File: src/rtl/exc_pkg.sv
// Package: state-bit positions (big-endian numbering, bit 0 = MSB), derived masks
// and the event encoding shared by the exception entry controller.
// Assumes a 32-bit state register.
package exc_pkg;

    localparam int MSR_W = 32;

    // Big-endian bit positions of the state fields used here.
    localparam int MB_PWR    = 13;
    localparam int MB_ILE    = 15;
    localparam int MB_EXTEN  = 16;
    localparam int MB_USER   = 17;
    localparam int MB_FPU    = 18;
    localparam int MB_STEP   = 21;
    localparam int MB_BRTR   = 22;
    localparam int MB_PREFIX = 25;
    localparam int MB_ITRANS = 26;
    localparam int MB_DTRANS = 27;
    localparam int MB_RECOV  = 30;
    localparam int MB_LEMODE = 31;

    // Little-endian index of a big-endian bit position.
    function automatic int le_idx(input int be);
        return MSR_W - 1 - be;
    endfunction

    // Single-bit mask for a big-endian position.
    function automatic logic [MSR_W-1:0] bit_mask(input int be);
        return {{(MSR_W-1){1'b0}}, 1'b1} << le_idx(be);
    endfunction

    // Mask covering big-endian positions lo..hi inclusive.
    function automatic logic [MSR_W-1:0] span_mask(input int lo, input int hi);
        logic [MSR_W-1:0] m;
        m = '0;
        for (int i = lo; i <= hi; i++) m = m | bit_mask(i);
        return m;
    endfunction

    localparam logic [MSR_W-1:0] SAVE_KEEP =
        span_mask(0, 0) | span_mask(5, 9) | span_mask(16, 31);

    localparam logic [MSR_W-1:0] RESTORE_MASK = span_mask(0, 0) | span_mask(16, 31);

    localparam logic [MSR_W-1:0] ENTRY_CLR =
        bit_mask(MB_PWR) | bit_mask(MB_EXTEN) | bit_mask(MB_USER) | bit_mask(MB_FPU) |
        bit_mask(MB_STEP) | bit_mask(MB_BRTR) | bit_mask(MB_ITRANS) |
        bit_mask(MB_DTRANS) | bit_mask(MB_RECOV) | bit_mask(MB_LEMODE);

    localparam int IDX_ILE    = MSR_W - 1 - MB_ILE;
    localparam int IDX_LE     = MSR_W - 1 - MB_LEMODE;
    localparam int IDX_STEP   = MSR_W - 1 - MB_STEP;
    localparam int IDX_BRTR   = MSR_W - 1 - MB_BRTR;
    localparam int IDX_PREFIX = MSR_W - 1 - MB_PREFIX;

    typedef enum logic [1:0] {
        EV_NONE  = 2'd0,
        EV_SC    = 2'd1,
        EV_TRACE = 2'd2,
        EV_RET   = 2'd3
    } exc_ev_t;

endpackage

File: src/rtl/trap_decide.sv
// Module: trap_decide
// Combinational event selection for one completion. Priority: a faulted
// instruction takes nothing here; a system call beats a return, which beats trace.
// Assumes the caller blocks completions while a redirect is being issued.
module trap_decide
    import exc_pkg::*;
(
    input  logic    cmp_valid,
    input  logic    blocked,
    input  logic    is_branch,
    input  logic    is_sc,
    input  logic    is_rfi,
    input  logic    faulted,
    input  logic    step_en,
    input  logic    brtr_en,
    output exc_ev_t ev
);
    logic live;
    logic trace_hit;

    // Qualify the completion and evaluate the trace condition.
    always_comb begin
        live      = cmp_valid && !blocked && !faulted;
        trace_hit = step_en || (brtr_en && is_branch);
    end

    // Pick one event by priority.
    always_comb begin
        if (!live)          ev = EV_NONE;
        else if (is_sc)     ev = EV_SC;
        else if (is_rfi)    ev = EV_RET;
        else if (trace_hit) ev = EV_TRACE;
        else                ev = EV_NONE;
    end
endmodule

File: src/rtl/msr_reg.sv
// Module: msr_reg
// Holds the state register; applies exception-entry rewrite, return restore,
// or a software write, in that priority. Synchronous active-low reset.
module msr_reg
    import exc_pkg::*;
#(
    parameter logic [31:0] RESET_MSR = 32'h0
) (
    input  logic             clk,
    input  logic             rst_n,
    input  exc_ev_t          ev,
    input  logic             wr_en,
    input  logic [MSR_W-1:0] wr_data,
    input  logic [MSR_W-1:0] srr1,
    output logic [MSR_W-1:0] msr
);
    logic [MSR_W-1:0] entry_val;

    // Entry value: clear the listed fields, little-endian takes interrupt little-endian.
    always_comb begin
        entry_val         = msr & ~ENTRY_CLR;
        entry_val[IDX_LE] = msr[IDX_ILE];
    end

    // State register update.
    always_ff @(posedge clk) begin
        if (!rst_n) begin
            msr <= RESET_MSR;
        end else begin
            unique case (ev)
                EV_SC, EV_TRACE: msr <= entry_val;
                EV_RET:          msr <= (msr & ~RESTORE_MASK) | (srr1 & RESTORE_MASK);
                default:         if (wr_en) msr <= wr_data;
            endcase
        end
    end
endmodule

File: src/rtl/save_regs.sv
// Module: save_regs
// Save registers written on exception entry: return address and filtered state.
// Assumes ev is EV_SC or EV_TRACE only for a taken exception.
module save_regs
    import exc_pkg::*;
(
    input  logic             clk,
    input  logic             rst_n,
    input  exc_ev_t          ev,
    input  logic [31:0]      next_ea,
    input  logic [MSR_W-1:0] msr,
    output logic [31:0]      srr0,
    output logic [MSR_W-1:0] srr1
);
    // Capture return address and masked state on entry.
    always_ff @(posedge clk) begin
        if (!rst_n) begin
            srr0 <= '0;
            srr1 <= '0;
        end else if (ev == EV_SC || ev == EV_TRACE) begin
            srr0 <= next_ea;
            srr1 <= msr & SAVE_KEEP;
        end
    end
endmodule

File: src/rtl/redirect_gen.sv
// Module: redirect_gen
// Registers a one-cycle fetch redirect: exception vector on entry, saved
// return address on return. Base chosen by the vector prefix bit.
module redirect_gen
    import exc_pkg::*;
#(
    parameter logic [31:0] HI_BASE = 32'hFFF0_0000,
    parameter logic [31:0] SC_OFF  = 32'h0000_0C00,
    parameter logic [31:0] TR_OFF  = 32'h0000_0D00
) (
    input  logic        clk,
    input  logic        rst_n,
    input  exc_ev_t     ev,
    input  logic        prefix,
    input  logic [31:0] ret_addr,
    output logic        valid,
    output logic [31:0] addr
);
    logic [31:0] base;

    // Select vector base from the prefix bit.
    always_comb base = prefix ? HI_BASE : 32'h0;

    // Issue the redirect one cycle after the event.
    always_ff @(posedge clk) begin
        if (!rst_n) begin
            valid <= 1'b0;
            addr  <= '0;
        end else begin
            valid <= (ev != EV_NONE);
            unique case (ev)
                EV_SC:    addr <= base | SC_OFF;
                EV_TRACE: addr <= base | TR_OFF;
                EV_RET:   addr <= ret_addr;
                default:  addr <= addr;
            endcase
        end
    end
endmodule

File: src/rtl/exc_entry_ctrl.sv
// Module: exc_entry_ctrl (top)
// Exception entry and trace controller: decides system-call, trace and return
// events per completion, keeps the state and save registers, and issues the
// fetch redirect. Completions are ignored while a redirect is out (context sync).
module exc_entry_ctrl
    import exc_pkg::*;
#(
    parameter logic [31:0] RESET_MSR = 32'h0,
    parameter logic [31:0] HI_BASE   = 32'hFFF0_0000,
    parameter logic [31:0] SC_OFF    = 32'h0000_0C00,
    parameter logic [31:0] TR_OFF    = 32'h0000_0D00
) (
    input  logic        clk,
    input  logic        rst_n,
    input  logic        cmp_valid,
    input  logic [31:0] cmp_next_ea,
    input  logic        cmp_is_branch,
    input  logic        cmp_is_sc,
    input  logic        cmp_is_rfi,
    input  logic        cmp_faulted,
    input  logic        msr_wr_en,
    input  logic [31:0] msr_wr_data,
    output logic [31:0] msr_q,
    output logic [31:0] srr0_q,
    output logic [31:0] srr1_q,
    output logic        redirect_valid,
    output logic [31:0] redirect_addr
);
    exc_ev_t ev;

    trap_decide u_decide (
        .cmp_valid (cmp_valid),
        .blocked   (redirect_valid),
        .is_branch (cmp_is_branch),
        .is_sc     (cmp_is_sc),
        .is_rfi    (cmp_is_rfi),
        .faulted   (cmp_faulted),
        .step_en   (msr_q[IDX_STEP]),
        .brtr_en   (msr_q[IDX_BRTR]),
        .ev        (ev)
    );

    msr_reg #(.RESET_MSR(RESET_MSR)) u_msr (
        .clk     (clk),
        .rst_n   (rst_n),
        .ev      (ev),
        .wr_en   (msr_wr_en),
        .wr_data (msr_wr_data),
        .srr1    (srr1_q),
        .msr     (msr_q)
    );

    save_regs u_save (
        .clk     (clk),
        .rst_n   (rst_n),
        .ev      (ev),
        .next_ea (cmp_next_ea),
        .msr     (msr_q),
        .srr0    (srr0_q),
        .srr1    (srr1_q)
    );

    redirect_gen #(.HI_BASE(HI_BASE), .SC_OFF(SC_OFF), .TR_OFF(TR_OFF)) u_redir (
        .clk      (clk),
        .rst_n    (rst_n),
        .ev       (ev),
        .prefix   (msr_q[IDX_PREFIX]),
        .ret_addr (srr0_q),
        .valid    (redirect_valid),
        .addr     (redirect_addr)
    );

    // Redirect is a single-cycle pulse.
    assert_redirect_pulse_R10: assert property (@(posedge clk) disable iff (!rst_n)
        redirect_valid |=> !redirect_valid);

    // A completion during the redirect cycle selects no event.
    assert_blocked_completion_R10: assert property (@(posedge clk) disable iff (!rst_n)
        (redirect_valid && cmp_valid) |-> ev == EV_NONE);

    // Faulted instructions never trigger trace.
    assert_no_trace_on_fault_R7: assert property (@(posedge clk) disable iff (!rst_n)
        (cmp_valid && cmp_faulted) |-> ev != EV_TRACE);

    // System call outranks trace on the same completion.
    assert_sc_priority_R8: assert property (@(posedge clk) disable iff (!rst_n)
        (cmp_valid && !redirect_valid && !cmp_faulted && cmp_is_sc) |-> ev == EV_SC);

    // Return address captured on entry.
    assert_srr0_capture_R4: assert property (@(posedge clk) disable iff (!rst_n)
        (ev == EV_SC || ev == EV_TRACE) |=> srr0_q == $past(cmp_next_ea));

    // Cleared fields of save register 1 are zero after entry.
    assert_srr1_cleared_R5: assert property (@(posedge clk) disable iff (!rst_n)
        (ev == EV_SC || ev == EV_TRACE) |=> (srr1_q & ~SAVE_KEEP) == 32'h0);

    // Entry clears the listed state fields and copies interrupt little-endian.
    assert_entry_state_R6: assert property (@(posedge clk) disable iff (!rst_n)
        (ev == EV_SC || ev == EV_TRACE) |=>
            ((msr_q & ENTRY_CLR & ~bit_mask(MB_LEMODE)) == 32'h0) &&
            (msr_q[IDX_LE] == $past(msr_q[IDX_ILE])));

    // Every event produces a redirect in the next cycle.
    assert_event_redirect_R2: assert property (@(posedge clk) disable iff (!rst_n)
        (ev != EV_NONE) |=> redirect_valid);
endmodule

File: config.mk
export PLATFORM = sky130hd
export DESIGN_NAME = exc_entry_ctrl
export DESIGN_NICKNAME = d
export VERILOG_FILES = /design/src/rtl/exc_pkg.sv /design/src/rtl/trap_decide.sv /design/src/rtl/msr_reg.sv /design/src/rtl/save_regs.sv /design/src/rtl/redirect_gen.sv /design/src/rtl/exc_entry_ctrl.sv
export SDC_FILE = /design/constraint.sdc
export NUM_CORES = 1
export LEC_CHECK = 0
export BUFFER_PORTS_ARGS = -buffer_cell sky130_fd_sc_hd__buf_2
export CAP_MARGIN = 5
export CORE_ASPECT_RATIO = 0.9
export CORE_MARGIN = 10
export CORE_UTILIZATION = 51
export CTS_CLUSTER_SIZE = 28
export DETAILED_ROUTE_END_ITERATION = 10
export GPL_TIMING_DRIVEN = 1
export PLACE_DENSITY = 0.85
export RECOVER_POWER = 25
export SLEW_MARGIN = 0
export SYNTH_ARGS = -nofsm -noshare
export SYNTH_HDL_FRONTEND = slang
export SYNTH_SLANG_ARGS = --single-unit
File: constraint.sdc
create_clock -name clk -period 7.38 [get_ports clk]
set_input_delay 1.476 -clock clk [delete_from_list [all_inputs] [get_ports clk]]
set_output_delay 1.476 -clock clk [all_outputs]
set_load 0.1 [all_outputs]
==> run_results.csv <==
group,metric,value,unit
worst_setup_path,worst-endpoint-required,7.81,ns
worst_setup_path,regToRegStartpoint,"u_redir.valid",
die,area_of_the_core,0.00869,sq mm
grt,grt_pass1_vias,4091,
finish,layout.cells.most_common,"buf_2",
cts,path_clk_slew,0.06,ns
route,routed_wirelength,13600,microns
yosys,ys_seq_area_share,51.7,%
sta,finalCritPeriodShare,53.7,%
sta,timing.final.crit_period,3.97,ns
worst_setup_path,critPathLaunch,"cmp_faulted",
finish,area_growth_syn_to_layout,30.0,%
sta,skew,0.0101,ns
yosys,netlist_top_cells_area,"dfxtp_1 (52%), mux2i_1 (12%), nor2b_1 (7.6%)",
power_and_ir_drop,leakage,2.61,nW
sta,final_number_of_hold_violating_endpoints,0,
yosys,synth_top_cell_area_share,51.7,%
placed_design,dp_hpwl,9590,microns
route,drt_first_iter_violations,174,
die,std_cell_rows,32,
route,via_count,3925,
die,floorplan.die_area,0.0132,sq mm
sta,grt_setup_unrepaired,"false",
route,avgViaCountPerCell,5.33,
route,detail_route.first_pass.iterations,4,
yosys,syn_area_per_cell,10.7,sq um
worst_setup_path,master_of_the_slowest_instance_on_the_critical_path,"nor4bb_4",
yosys,synth_seq_cells,119,
finish,mostFrequentLayoutCells,"buf_2 (132), dfxtp_1 (119), clkbuf_1 (59)",
finish,stdcell_count,737,
worst_setup_path,worst-setup-path-type,"in -> reg",
worst_setup_path,worst_path_dominant_cell_family,"simple AND/OR/NAND/NOR gates",
yosys,leading_area_contributor_after_synthesis,"dfxtp_1",
placed_design,port_buffers,190,
grt,globalRoute.totalOverflow,0,
worst_setup_path,worst-endpoint-arrival,4.39,ns
placed_design,pre_cts_setup_slack,2.94,ns
finish,final_util,69.0,%
worst_setup_path,critical_path.max_stage_delay,1.11,ns
worst_setup_path,timing.critical_path.cells,"buf_2 -> or3b_1 -> or3_1 -> ha_4 -> nor4bb_4 -> a221o_1",
route,avgRoutedWirePerCell,18.5,microns
yosys,ys_warn_count,0,
cts,post-cts-setup-buffer-count,0,
yosys,synth.distinct_cells,36,
power_and_ir_drop,worst_voltage_drop_across_the_vdd_grid,0.239,mV
grt,antenna_found_initial,0,
placed_design,placed_cells,705,
worst_setup_path,worst_setup_path_end_kind,"flop",
die,die_w,120,microns
hold_path,min-delay-start,"u_save.srr0[31]",
yosys,post_synth_instance_area,0.00461,sq mm
finish,stdcell_area,0.00599,sq mm
sta,worst_hold_slack,0.467,ns
sta,finalWorstSetupSlack,3.41,ns
worst_setup_path,timing.critical_path.fanout_max,61,
hold_path,holdCritPathClass,"reg -> reg",
grt,groute.usage.overall,19.7,%
placed_design,finalWeightedCongestion,0.761,
cts,numCtsBuffers,17,
run,number_of_maximum_capacitance_violations,0,
finish,share_of_final_layout_standard_cells_stronger_than_drive_strength_1,27.7,%
grt,grt_start_max_net_pins,94,
cts,htree_levels,4,
cts,ctsLongestPathBuffers,2,
sta,setup_viol,0,
cts,clkLatencyLatePin,0.49,ns
power_and_ir_drop,power.total,1.97,mW
cts,numClockSinks,119,
cts,cts-root-buf,"clkbuf_8",
worst_setup_path,startpoint_type,"input pin",
route,drc_markers,0,
yosys,syn-instance-count,432,
finish,final_nets,681,
die,initial_utilization,53.0,%
finish,num-fill-cells,699,
placed_design,placed_cell_areas,0.00547,sq mm
finish,insertedDiodeCount,0,
sta,worstMarginPinSlew,1.26,ns
cts,postCtsHoldBufs,0,
sta,max-slew-margin-rel,16.5,%
sta,slew_viol_final,0,
die,io_pins,201,
sta,max_freq,0.252,GHz
worst_setup_path,buf_inv_stages_crit_path,1,
cts,cts_tree,"done",
die,die-height,110,microns
power_and_ir_drop,power.density,329,mW/mm^2
sta,fin_setup_tns,0,ns
route,postRouteAntennaNets,0,
run_status,result_of_the_run,"complete, no violations",
cts,number_of_resized_instances_in_the_post_cts_repair_step,0,
grt,grt_pass1_wl,21300,microns
layout make-up:
type / count / area [sq um] / share of cell area [%]
repair buffers: 192 / 893 / 14.9
clock buffers: 18 / 418 / 6.98
clock inverters: 14 / 174 / 2.90
well taps: 119 / 149 / 2.49
multi-input cells: 272 / 1960 / 32.8
inverters: 3 / 11.3 / 0.188
flip-flops and latches: 119 / 2380 / 39.8
worst min-delay path, stage by stage (launching register included):
cell,delay [ns]
dfxtp_1,0.32
nand2_1,0.05
a21oi_1,0.05
Yosys cell counts:
cell type and instances:
or3b_1 1, and3_1 8, nor3_1 3, dfxtp_1 119, nand3_1 3, nor2_1 4, nor2_2 1, a221o_1 8
buf_2 10, a211oi_1 1, a21oi_1 15, inv_1 3, a21boi_0 1, o21a_1 1, ha_1 4, nor4bb_4 1
and2_1 2, nand2b_1 2, a22o_1 31, nand2_1 19, a31oi_1 7, buf_6 5, buf_4 19, or3_1 2
o21ai_2 2, and3b_1 1, mux2i_1 55, clkbuf_1 13, o21ai_1 2, nor2b_1 56, o21bai_1 1, conb_1 1
nand3b_1 7, a221oi_1 2, or2_2 1, o21ai_0 21
cells by family after synthesis:
| group | Yosys count | synth area share (%) |
|---|---|---|
| compound gates | 92 | 14.1 |
| fa+ha+maj | 4 | 1.09 |
| buf+inv | 50 | 6.71 |
| flops | 119 | 51.7 |
| mux | 55 | 11.9 |
| other cells | 1 | 0.0814 |
| simple gates | 111 | 14.4 |
power breakdown:
part           switching [mW]  internal [mW]
Combinational           0.364         0.0810
Clock                   0.300          0.517
Sequential             0.0269          0.679
Total                   0.691           1.28
routing by layer:
metal	share of wire, %	GRT usage (%)	vias to the layer above
li1	-	-	1840
met1	41	22.5	1893
met2	49	33.9	180
met3	9.2	8.54	12
met4	0.82	4.22	0
met5	0	0	-
worst paths after layout:
check | end | slack, ns | cells after the start
setup / recovery | u_msr.msr[8] | 3.41 | 6
hold / removal | u_redir.addr[31] | 0.47 | 2
setup reg to reg | u_msr.msr[8] | 4.17 | 5
hold reg to reg | u_redir.addr[31] | 0.47 | 2
Power figures use the tool's default switching activity.
